<file path="config.mk">
export PLATFORM = sky130hd
export DESIGN_NAME = poll_seq
export DESIGN_NICKNAME = d
export VERILOG_FILES = /design/src/rtl/poll_pkg.sv /design/src/rtl/poll_tick_timer.sv /design/src/rtl/poll_ext_flag.sv /design/src/rtl/poll_seq.sv
export SDC_FILE = /design/constraint.sdc
export NUM_CORES = 1
export LEC_CHECK = 0
export CORE_MARGIN = 10
export CORE_UTILIZATION = 33
export DETAILED_ROUTE_END_ITERATION = 8
export HOLD_SLACK_MARGIN = 0.08
export PLACE_DENSITY = 0.59
export SYNTH_ARGS = -nofsm -noshare
export SYNTH_HDL_FRONTEND = slang
export SYNTH_SLANG_ARGS = --single-unit
</file>
<file path="constraint.sdc">
create_clock -name clk -period 5.3 [get_ports clk]
set_input_delay 1.06 -clock clk [delete_from_list [all_inputs] [get_ports clk]]
set_output_delay 1.06 -clock clk [all_outputs]
set_load 0.01 [all_outputs]
</file>
<file path="src/rtl/poll_pkg.sv">
package poll_pkg;
    typedef enum logic [1:0] {
        PS_SLEEP   = 2'd0,
        PS_STARTUP = 2'd1,
        PS_CHECK   = 2'd2,
        PS_RECEIVE = 2'd3
    } poll_state_t;
endpackage

</file>
<file path="src/rtl/poll_tick_timer.sv">
module poll_tick_timer #(
    parameter int CW = 8
) (
    input  logic          clk,
    input  logic          rst_n,
    input  logic          clr,
    input  logic          tick,
    input  logic [CW-1:0] limit,
    output logic          done
);
    logic [CW-1:0] cnt_q;

    assign done = tick && !clr && (limit != '0) && (cnt_q == limit - CW'(1));

    always_ff @(posedge clk or negedge rst_n) begin
        if (!rst_n)
            cnt_q <= '0;
        else if (clr || done)
            cnt_q <= '0;
        else if (tick)
            cnt_q <= cnt_q + CW'(1);
    end
endmodule

</file>
<file path="src/rtl/poll_ext_flag.sv">
module poll_ext_flag (
    input  logic clk,
    input  logic rst_n,
    input  logic set_req,
    input  logic clr_req,
    output logic flag
);
    // A clear has priority over a set in the same cycle.
    always_ff @(posedge clk or negedge rst_n) begin
        if (!rst_n)
            flag <= 1'b0;
        else if (clr_req)
            flag <= 1'b0;
        else if (set_req)
            flag <= 1'b1;
    end
endmodule

</file>
<file path="src/rtl/poll_seq.sv">
module poll_seq
    import poll_pkg::*;
#(
    parameter int SLP_W         = 8,
    parameter int EXT_W         = 4,
    parameter int STARTUP_TICKS = 4
) (
    input  logic             clk,
    input  logic             rst_n,
    input  logic             tick,
    input  logic             chk_pass,
    input  logic             chk_fail,
    input  logic             en_pin,
    input  logic [SLP_W-1:0] sleep_val,
    input  logic [EXT_W-1:0] ext_factor,
    input  logic             ext_req,
    input  logic             host_off,
    input  logic             sig_lost,
    output logic             path_en,
    output logic [1:0]       mode,
    output logic             data_gate
);
    localparam int TGT_W = SLP_W + EXT_W;
    localparam int ST_W  = $clog2(STARTUP_TICKS + 1);

    poll_state_t state_q, state_d;
    logic             ext_flag;
    logic             slp_clr, slp_done, st_clr, st_done, ext_clr;
    logic [TGT_W-1:0] slp_target;
    logic             slp_zero;

    assign slp_target = ext_flag ? (TGT_W'(sleep_val) * TGT_W'(ext_factor))
                                 : TGT_W'(sleep_val);
    assign slp_zero   = (slp_target == '0);
    assign slp_clr    = (state_q != PS_SLEEP) || !en_pin;
    assign st_clr     = (state_q != PS_STARTUP);
    assign ext_clr    = (state_q == PS_CHECK) && chk_fail;

    poll_tick_timer #(.CW(TGT_W)) u_sleep_tmr (
        .clk   (clk),
        .rst_n (rst_n),
        .clr   (slp_clr),
        .tick  (tick),
        .limit (slp_target),
        .done  (slp_done)
    );

    poll_tick_timer #(.CW(ST_W)) u_start_tmr (
        .clk   (clk),
        .rst_n (rst_n),
        .clr   (st_clr),
        .tick  (tick),
        .limit (ST_W'(STARTUP_TICKS)),
        .done  (st_done)
    );

    poll_ext_flag u_ext (
        .clk     (clk),
        .rst_n   (rst_n),
        .set_req (ext_req),
        .clr_req (ext_clr),
        .flag    (ext_flag)
    );

    always_comb begin
        state_d = state_q;
        unique case (state_q)
            PS_SLEEP:   if (en_pin && (slp_zero || slp_done)) state_d = PS_STARTUP;
            PS_STARTUP: if (st_done)                          state_d = PS_CHECK;
            PS_CHECK: begin
                if (chk_fail)      state_d = PS_SLEEP;
                else if (chk_pass) state_d = PS_RECEIVE;
            end
            PS_RECEIVE: if (host_off || sig_lost)             state_d = PS_SLEEP;
            default:                                          state_d = PS_SLEEP;
        endcase
    end

    always_ff @(posedge clk or negedge rst_n) begin
        if (!rst_n)
            state_q <= PS_SLEEP;
        else
            state_q <= state_d;
    end

    always_comb begin
        mode      = state_q;
        path_en   = 1'b0;
        data_gate = 1'b0;
        unique case (state_q)
            PS_SLEEP:   ;
            PS_STARTUP: path_en = 1'b1;
            PS_CHECK:   path_en = 1'b1;
            PS_RECEIVE: begin
                path_en   = 1'b1;
                data_gate = 1'b1;
            end
            default:    ;
        endcase
    end

    a_r4_startup_holds: assert property (@(posedge clk) disable iff (!rst_n)
        (state_q == PS_STARTUP && !st_done) |=> (state_q == PS_STARTUP));
    a_r5_pass_confirms: assert property (@(posedge clk) disable iff (!rst_n)
        (state_q == PS_CHECK && chk_pass && !chk_fail) |=> (state_q == PS_RECEIVE));
    a_r5_fail_rejects: assert property (@(posedge clk) disable iff (!rst_n)
        (state_q == PS_CHECK && chk_fail) |=> (state_q == PS_SLEEP));
    a_r7_flag_cleared: assert property (@(posedge clk) disable iff (!rst_n)
        (state_q == PS_CHECK && chk_fail) |=> !ext_flag);
    a_r8_enable_holds: assert property (@(posedge clk) disable iff (!rst_n)
        (state_q == PS_SLEEP && !en_pin) |=> (state_q == PS_SLEEP));
    a_r9_zero_sleep: assert property (@(posedge clk) disable iff (!rst_n)
        (state_q == PS_SLEEP && en_pin && sleep_val == '0) |=> (state_q == PS_STARTUP));
    a_r10_release: assert property (@(posedge clk) disable iff (!rst_n)
        (state_q == PS_RECEIVE && (host_off || sig_lost)) |=> (state_q == PS_SLEEP));
endmodule

</file>
==> results of run 1 <==
[through the flow]
| stage | hold slack (ps) | utilization | setup slack, ps | setup TNS [ps] |
|---|---|---|---|---|
| CTS | 540 | 0.430 | 10.0 | 0 |
| global route | 585 | 0.433 | 0.173 | 0 |
| detailed placement | 524 | 0.421 | -441 | -5220 |
| floorplan | 486 | - | 277 | 0 |
| global placement | 510 | 0.421 | -330 | -3930 |
| finish | 536 | 0.433 | 177 | 0 |
[cell usage in the layout, fill, tap and decap left out, types with 3 or more instances in the layout]
cell,netlist,final
dlygate4sd2_1,0,3
nand3_1,5,4
inv_1,17,17
nor3_1,6,6
mux2i_1,8,7
nand2b_1,6,6
fa_1,12,12
clkdlybuf4s50_1,0,16
buf_4,0,40
and3_1,6,6
o21ai_1,1,4
xor2_1,15,14
ha_1,20,20
a21oi_1,14,14
dfrtp_1,18,18
nor2b_1,3,3
nand2_1,39,38
clkbuf_8,0,4
nand4_1,4,4
a21o_1,4,4
nand3b_1,5,5
xnor2_1,13,13
clkdlybuf4s15_1,0,3
or3_1,4,3
nor2_1,19,19
nor3_2,11,11
and2_1,15,15
o21ai_0,11,8
[layout make-up]
| cell class | count | area share |
|---|---|---|
| clock buffer | 4 | 0.0165 |
| sequential | 18 | 0.135 |
| multi-input combinational | 262 | 0.629 |
| tap | 102 | 0.0382 |
| timing repair buffer | 65 | 0.163 |
| inverter | 17 | 0.0191 |
[registers in the layout, summed over array words and instances, names as in the netlist]
name	count
mode	2
u_start_tmr.cnt_q	3
u_sleep_tmr.cnt_q	12
u_ext.flag	1
[cell usage after synthesis, types with 2 or more instances]
cell type  instances  area [µm²]
dfrtp_1           18         450
a21oi_1           14        70.1
nand3_1            5        25.0
nor3_2            11         110
or3_1              4        25.0
nor3b_1            2        15.0
nor2b_1            3        18.8
nor2_1            19        71.3
a211oi_2           2        25.0
buf_6              2        22.5
or2_1              2        12.5
a31oi_1            2        12.5
ha_1              20         250
a211o_1            2        17.5
a2111oi_4          2        55.1
xnor2_1           13         114
nand3b_1           5        37.5
inv_1             17        63.8
and2_1            15        93.8
nand2_1           39         146
nor4b_1            2        17.5
xor2_1            15         131
nor3_1             6        30.0
o211ai_1           2        15.0
o22ai_1            2        12.5
nand4b_1           2        17.5
nand2b_1           6        37.5
a21o_1             4        30.0
clkbuf_1           5        18.8
o21ai_0           11        55.1
and3_1             6        37.5
a31o_2             2        17.5
mux2i_1            8        80.1
o31ai_1            2        15.0
fa_1              12         240
nand4_1            4        25.0
[per-layer routing]
layer	share of wire	vias to the layer above	track usage
li1	-	1190	-
met1	0.50	1097	0.149
met2	0.45	27	0.183
met3	0.039	2	0.0224
met4	0.0039	0	0.00753
met5	0	-	0
[cells by family (layout without fill, tap and decap cells)]
logic type,after synthesis,after routing
adders and majority gates,32,32
buffers and inverters,25,86
and+or+nand+nor,136,136
AOI/OAI and AO/OA,55,55
muxes,9,9
xor gates and xnor gates,30,30
DFF,18,18
[timing repair]
item,CTS,global route
resized for setup,12,12
hold buffers,0,0
endpoints found under the setup margin,12,12
pin swaps,7,7
[critical path, stage by stage]
cell and delay (ps):
dlygate4sd2_1 260, nand2_1 80, fa_1 470, fa_1 550
inv_1 70, fa_1 530, mux2_4 300, xor2_2 160
xnor2_1 180, a31oi_1 100, or4_4 560, a2111oi_4 310
nand4_1 160, nor3_2 200, buf_6 190, nor3_2 50
[power groups by stage]
stage | sequential, W | clock (W) | combinational, W
finish | 0.000171 | 0.000111 | 0.000622
global route | 0.000174 | 0.000122 | 0.000695
CTS | 0.000171 | 0.000116 | 0.000617
detailed placement | 0.000173 | 0 | 0.000601
global placement | 0.000173 | 0 | 0.000594
floorplan | 0.000173 | 0 | 0.000405
[worst min path at each step]
stage,to,slack (ps)
global route,u_start_tmr.cnt_q[1],590
finish,u_start_tmr.cnt_q[2],540
detailed placement,u_start_tmr.cnt_q[2],520
floorplan,u_start_tmr.cnt_q[2],490
CTS,u_start_tmr.cnt_q[2],540
global placement,u_start_tmr.cnt_q[2],510
==> results_dict.tcl, run 1 <==
set metrics [dict create \
    status "complete, no violations" \
    cts_tree "done" \
    period_share 0.967 \
    dpl_cell_area_um2 3250 \
    yosys.area_share.adder 0.187 \
    worst_slew_pin_slew_ps 827 \
    ant_nets 0 \
    pin_count 25 \
    r2r_cells 12 \
    layout.nets 420 \
    syn_inst 305 \
    dieWidth_um 109 \
    comb_power_share 0.688 \
    wl_per_cell_um 13.2 \
    firstDrtPassIters 4 \
    finalCriticalPeriod_ps 5120 \
    gp_congestion 0.789 \
    post-dp-hpwl_um 5170 \
    cp-start-kind "input pin" \
    grt_start_max_net_pins 32 \
    arrival_ps 5240 \
    pwr-share-clk 0.123 \
    yosysWarningCount 0 \
    grt_pass1_wl_um 11100 \
    seqPwrFrac 0.189 \
    switching_share 0.428 \
    overflow 0 \
    nFillCells 785 \
    drc 0 \
    cts_buffer_depth 2 \
    seq_area_um2 450 \
    ys_seq_elements 18 \
    async_reset_ff_frac 1.00 \
    grt_usage 0.110 \
    syn_area_um2 2620 \
    slew_violations 0 \
    cp.required_ps 5410 \
    r2r-start "u_ext.flag" \
    end_kind "flip-flop" \
    num_vias 2316 \
    min_path_type "reg2reg" \
    dp_cells 464 \
    synth_cell_types 55 \
    setup_viol_count_final 0 \
    path_max_fanout 8 \
    clock-root-buffer "clkbuf_8" \
    initialDrtViolationCount 123 \
    coreArea_um2 7730 \
    antenna_cells 0 \
    htree_levels 1 \
    layout-drive-gt1-share 0.205 \
    p_int_w 0.000517 \
    cts.sinks 18 \
    avgSynthCellArea_um2 8.59 \
    area.growth.synth_to_final_pct 27.6 \
    path_clk_slew_ps 70 \
    r2r-end "u_sleep_tmr.cnt_q[4]" \
    start_util 0.339 \
    muxShareOfSynthArea 0.0363 \
    synth_top_family_by_area "simple AND/OR/NAND/NOR gates" \
    routed_via_density 4.95 \
    die_y_um 109 \
    synth-simple-area-share 0.294 \
    ff2ff_setup_slack_ps 2040 \
    fin_skew_ps 0.549 \
    synth_xor_area_frac 0.111 \
    synth_nets 358 \
    antenna_found_initial 0 \
    crit_start "sleep_val[2]" \
    finalPower_w 0.000904 \
    fmax_mhz 195 \
    grt_setup_unrepaired "no" \
    synth-edff-count 0 \
    ir_worst_vdd_v 0.000174 \
    p_per_area_nw_per_um2 270 \
    drt-total-wl_um 6180 \
    design_area_um2 3340 \
    ys.flop_type "dfrtp_1" \
    stdcell_count 468 \
    synth_compound_gate_area_share 0.158 \
    p_leak_nw 1.52 \
    slew-limit-headroom 0.447 \
    yosysSeqAreaShare 0.172 \
    std_cell_rows 32 \
    crit_type "in2reg" \
    dieArea_um2 11900 \
    portBuffers 24 \
    cts_setup_buffers 0 \
    power_switching_w 0.000387 \
    clk_latency_ps 250 \
    hold_viol_final 0 \
    min_path_cells 2 \
    cap_violations 0 \
    grt_pass1_vias 2472 \
    multi_input_area_um2 2100 \
    min_from "u_start_tmr.cnt_q[2]" \
    timing.critical_path.to "u_sleep_tmr.cnt_q[4]" \
    cts_buffers 3 \
]
(Power assumes the default switching activity.)
==> run 2: changes to the inputs <==
- CAP_MARGIN: unset -> 25
- CTS_CLUSTER_DIAMETER: unset -> 50
==> results of run 2 <==
No change in the layout: final DEF, timing and power equal those of run 1.
==> run 3: changes to the inputs <==
- CORE_ASPECT_RATIO: unset -> 1.5
- CTS_BUF_LIST: unset -> sky130_fd_sc_hd__clkbuf_8
- SLEW_MARGIN: unset -> 20
==> run 3 against run 2 <==
Clock skew increased by 2.1 ps; via count up 3.3%; clock power hardly changed; register-to-register slack got worse by 100 ps; critical path type unchanged; highest routed layer unchanged.
==> results_dict.tcl, run 3 (synthesis gave the netlist of run 1 again) <==
set metrics [dict create \
    status "complete, no violations" \
    slew-limit-headroom 0.469 \
    min_path_type "reg2reg" \
    clk_latency_ps 250 \
    drc 0 \
    period_share 0.963 \
    std_cell_rows 39 \
    fmax_mhz 196 \
    cts.sinks 18 \
    clock-root-buffer "clkbuf_8" \
    grt_usage 0.113 \
    dieArea_um2 12000 \
    antenna_found_initial 0 \
    path_clk_slew_ps 60 \
    cp.required_ps 5410 \
    ir_worst_vdd_v 0.000160 \
    layout-drive-gt1-share 0.234 \
    finalCriticalPeriod_ps 5100 \
    firstDrtPassIters 6 \
    area.growth.synth_to_final_pct 30.2 \
    cap_violations 0 \
    post-dp-hpwl_um 5550 \
    cts_tree "done" \
    top_register "u_sleep_tmr.cnt_q" \
    grt_start_max_net_pins 32 \
    die_y_um 129 \
    mostFrequentLayoutCell "buf_4" \
    fin_ws_ps 197 \
    largest_register_ffs 12 \
    overflow 0 \
    setup_viol_count_final 0 \
    stdcell_count 470 \
    pin_count 25 \
    dp_cells 462 \
    num_vias 2393 \
    fin_skew_ps 2.63 \
    path_max_fanout 6 \
    grt_pass1_vias 2575 \
    drt-total-wl_um 6710 \
    tns_ps 0 \
    p_leak_nw 1.54 \
    hold_buffers 0 \
    antenna_cells 0 \
    ant_nets 0 \
    p_per_area_nw_per_um2 275 \
    dpl_cell_area_um2 3250 \
    htree_levels 1 \
    crit_type "in2reg" \
    arrival_ps 5210 \
    wl_per_cell_um 14.3 \
    place_ws_ps -471 \
    cts_buffers 3 \
    end_kind "flip-flop" \
    gp_congestion 0.825 \
    cp-start-kind "input pin" \
    cts_buffer_depth 2 \
    layout.nets 422 \
    slew_violations 0 \
    coreArea_um2 7660 \
    grt_setup_unrepaired "no" \
    worst_slew_pin_slew_ps 795 \
    layout_common_cells "buf_4, nand2_1, nor2_1" \
    initialDrtViolationCount 105 \
    portBuffers 24 \
    routed_via_density 5.09 \
    grt_pass1_wl_um 11600 \
    start_util 0.342 \
    design_area_um2 3410 \
    hold_viol_final 0 \
    dieWidth_um 92.8 \
]
## run 3: worst max-delay path, cell delays in order
cell and delay (ps):
clkdlybuf4s15_1 250, nand2_1 110, fa_1 520, fa_1 550, inv_1 40, ha_1 330, or2_1 280, a41oi_4 230
buf_4 160, a21oi_1 80, or3_1 380, a31o_2 250, and2_1 190, nor3b_1 140, buf_4 150, nor3_4 160
buf_6 150, buf_12 120, nor3_1 50
## run 3: where the power goes
group	internal (W)	leakage, nW	switching, W
combinational	0.000321	1.26	0.000341
sequential	0.000151	0.244	0.0000183
clock	0.0000659	0.0288	0.0000427
total	0.000538	1.54	0.000402
## run 3: what timing repair did
action / in CTS / in global routing
setup buffers: 3 / 0
resized for setup: 23 / 16
pin swaps: 9 / 5
endpoints found under the setup margin: 13 / 12
hold endpoints to repair: 0 / 0
cloned: 1 / 0
## run 3: final cells by class
cell class | instances | area, µm²
Tap cell | 102 | 128
Fill cell | 798 | 4250
Sequential cell | 18 | 450
Inverter | 17 | 63.8
Clock buffer | 4 | 55.1
Multi-Input combinational cell | 262 | 2140
Timing Repair Buffer | 67 | 572
## run 3: stage by stage
step / utilization / hold slack [ps] / total power [W]
6_report: 0.446 / 538 / 0.000940
3_5_place_dp: 0.424 / 524 / 0.000781
4_1_cts: 0.447 / 539 / 0.000941
3_3_place_gp: 0.424 / 504 / 0.000775
5_1_grt: 0.446 / 568 / 0.00103
2_1_floorplan: - / 486 / 0.000578
## run 3: final timing paths
kind,from,end,slack (ps),depth (start not counted)
max,sleep_val[3],u_sleep_tmr.cnt_q[10],200,19
min,u_start_tmr.cnt_q[2],u_start_tmr.cnt_q[2],540,2
max reg2reg,u_ext.flag,u_sleep_tmr.cnt_q[10],1940,12
min reg2reg,u_start_tmr.cnt_q[2],u_start_tmr.cnt_q[2],540,2
max in group asynchronous,rst_n,u_start_tmr.cnt_q[2],3530,1
min in group asynchronous,rst_n,u_sleep_tmr.cnt_q[1],1270,1
## run 3: metal layers
layer,wire length [µm],vias to the layer above,global-route usage
met5,0,-,0
met4,115,0,0.0328
met3,156,8,0.0104
met2,3760,34,0.231
met1,2680,1151,0.116
li1,-,1200,-
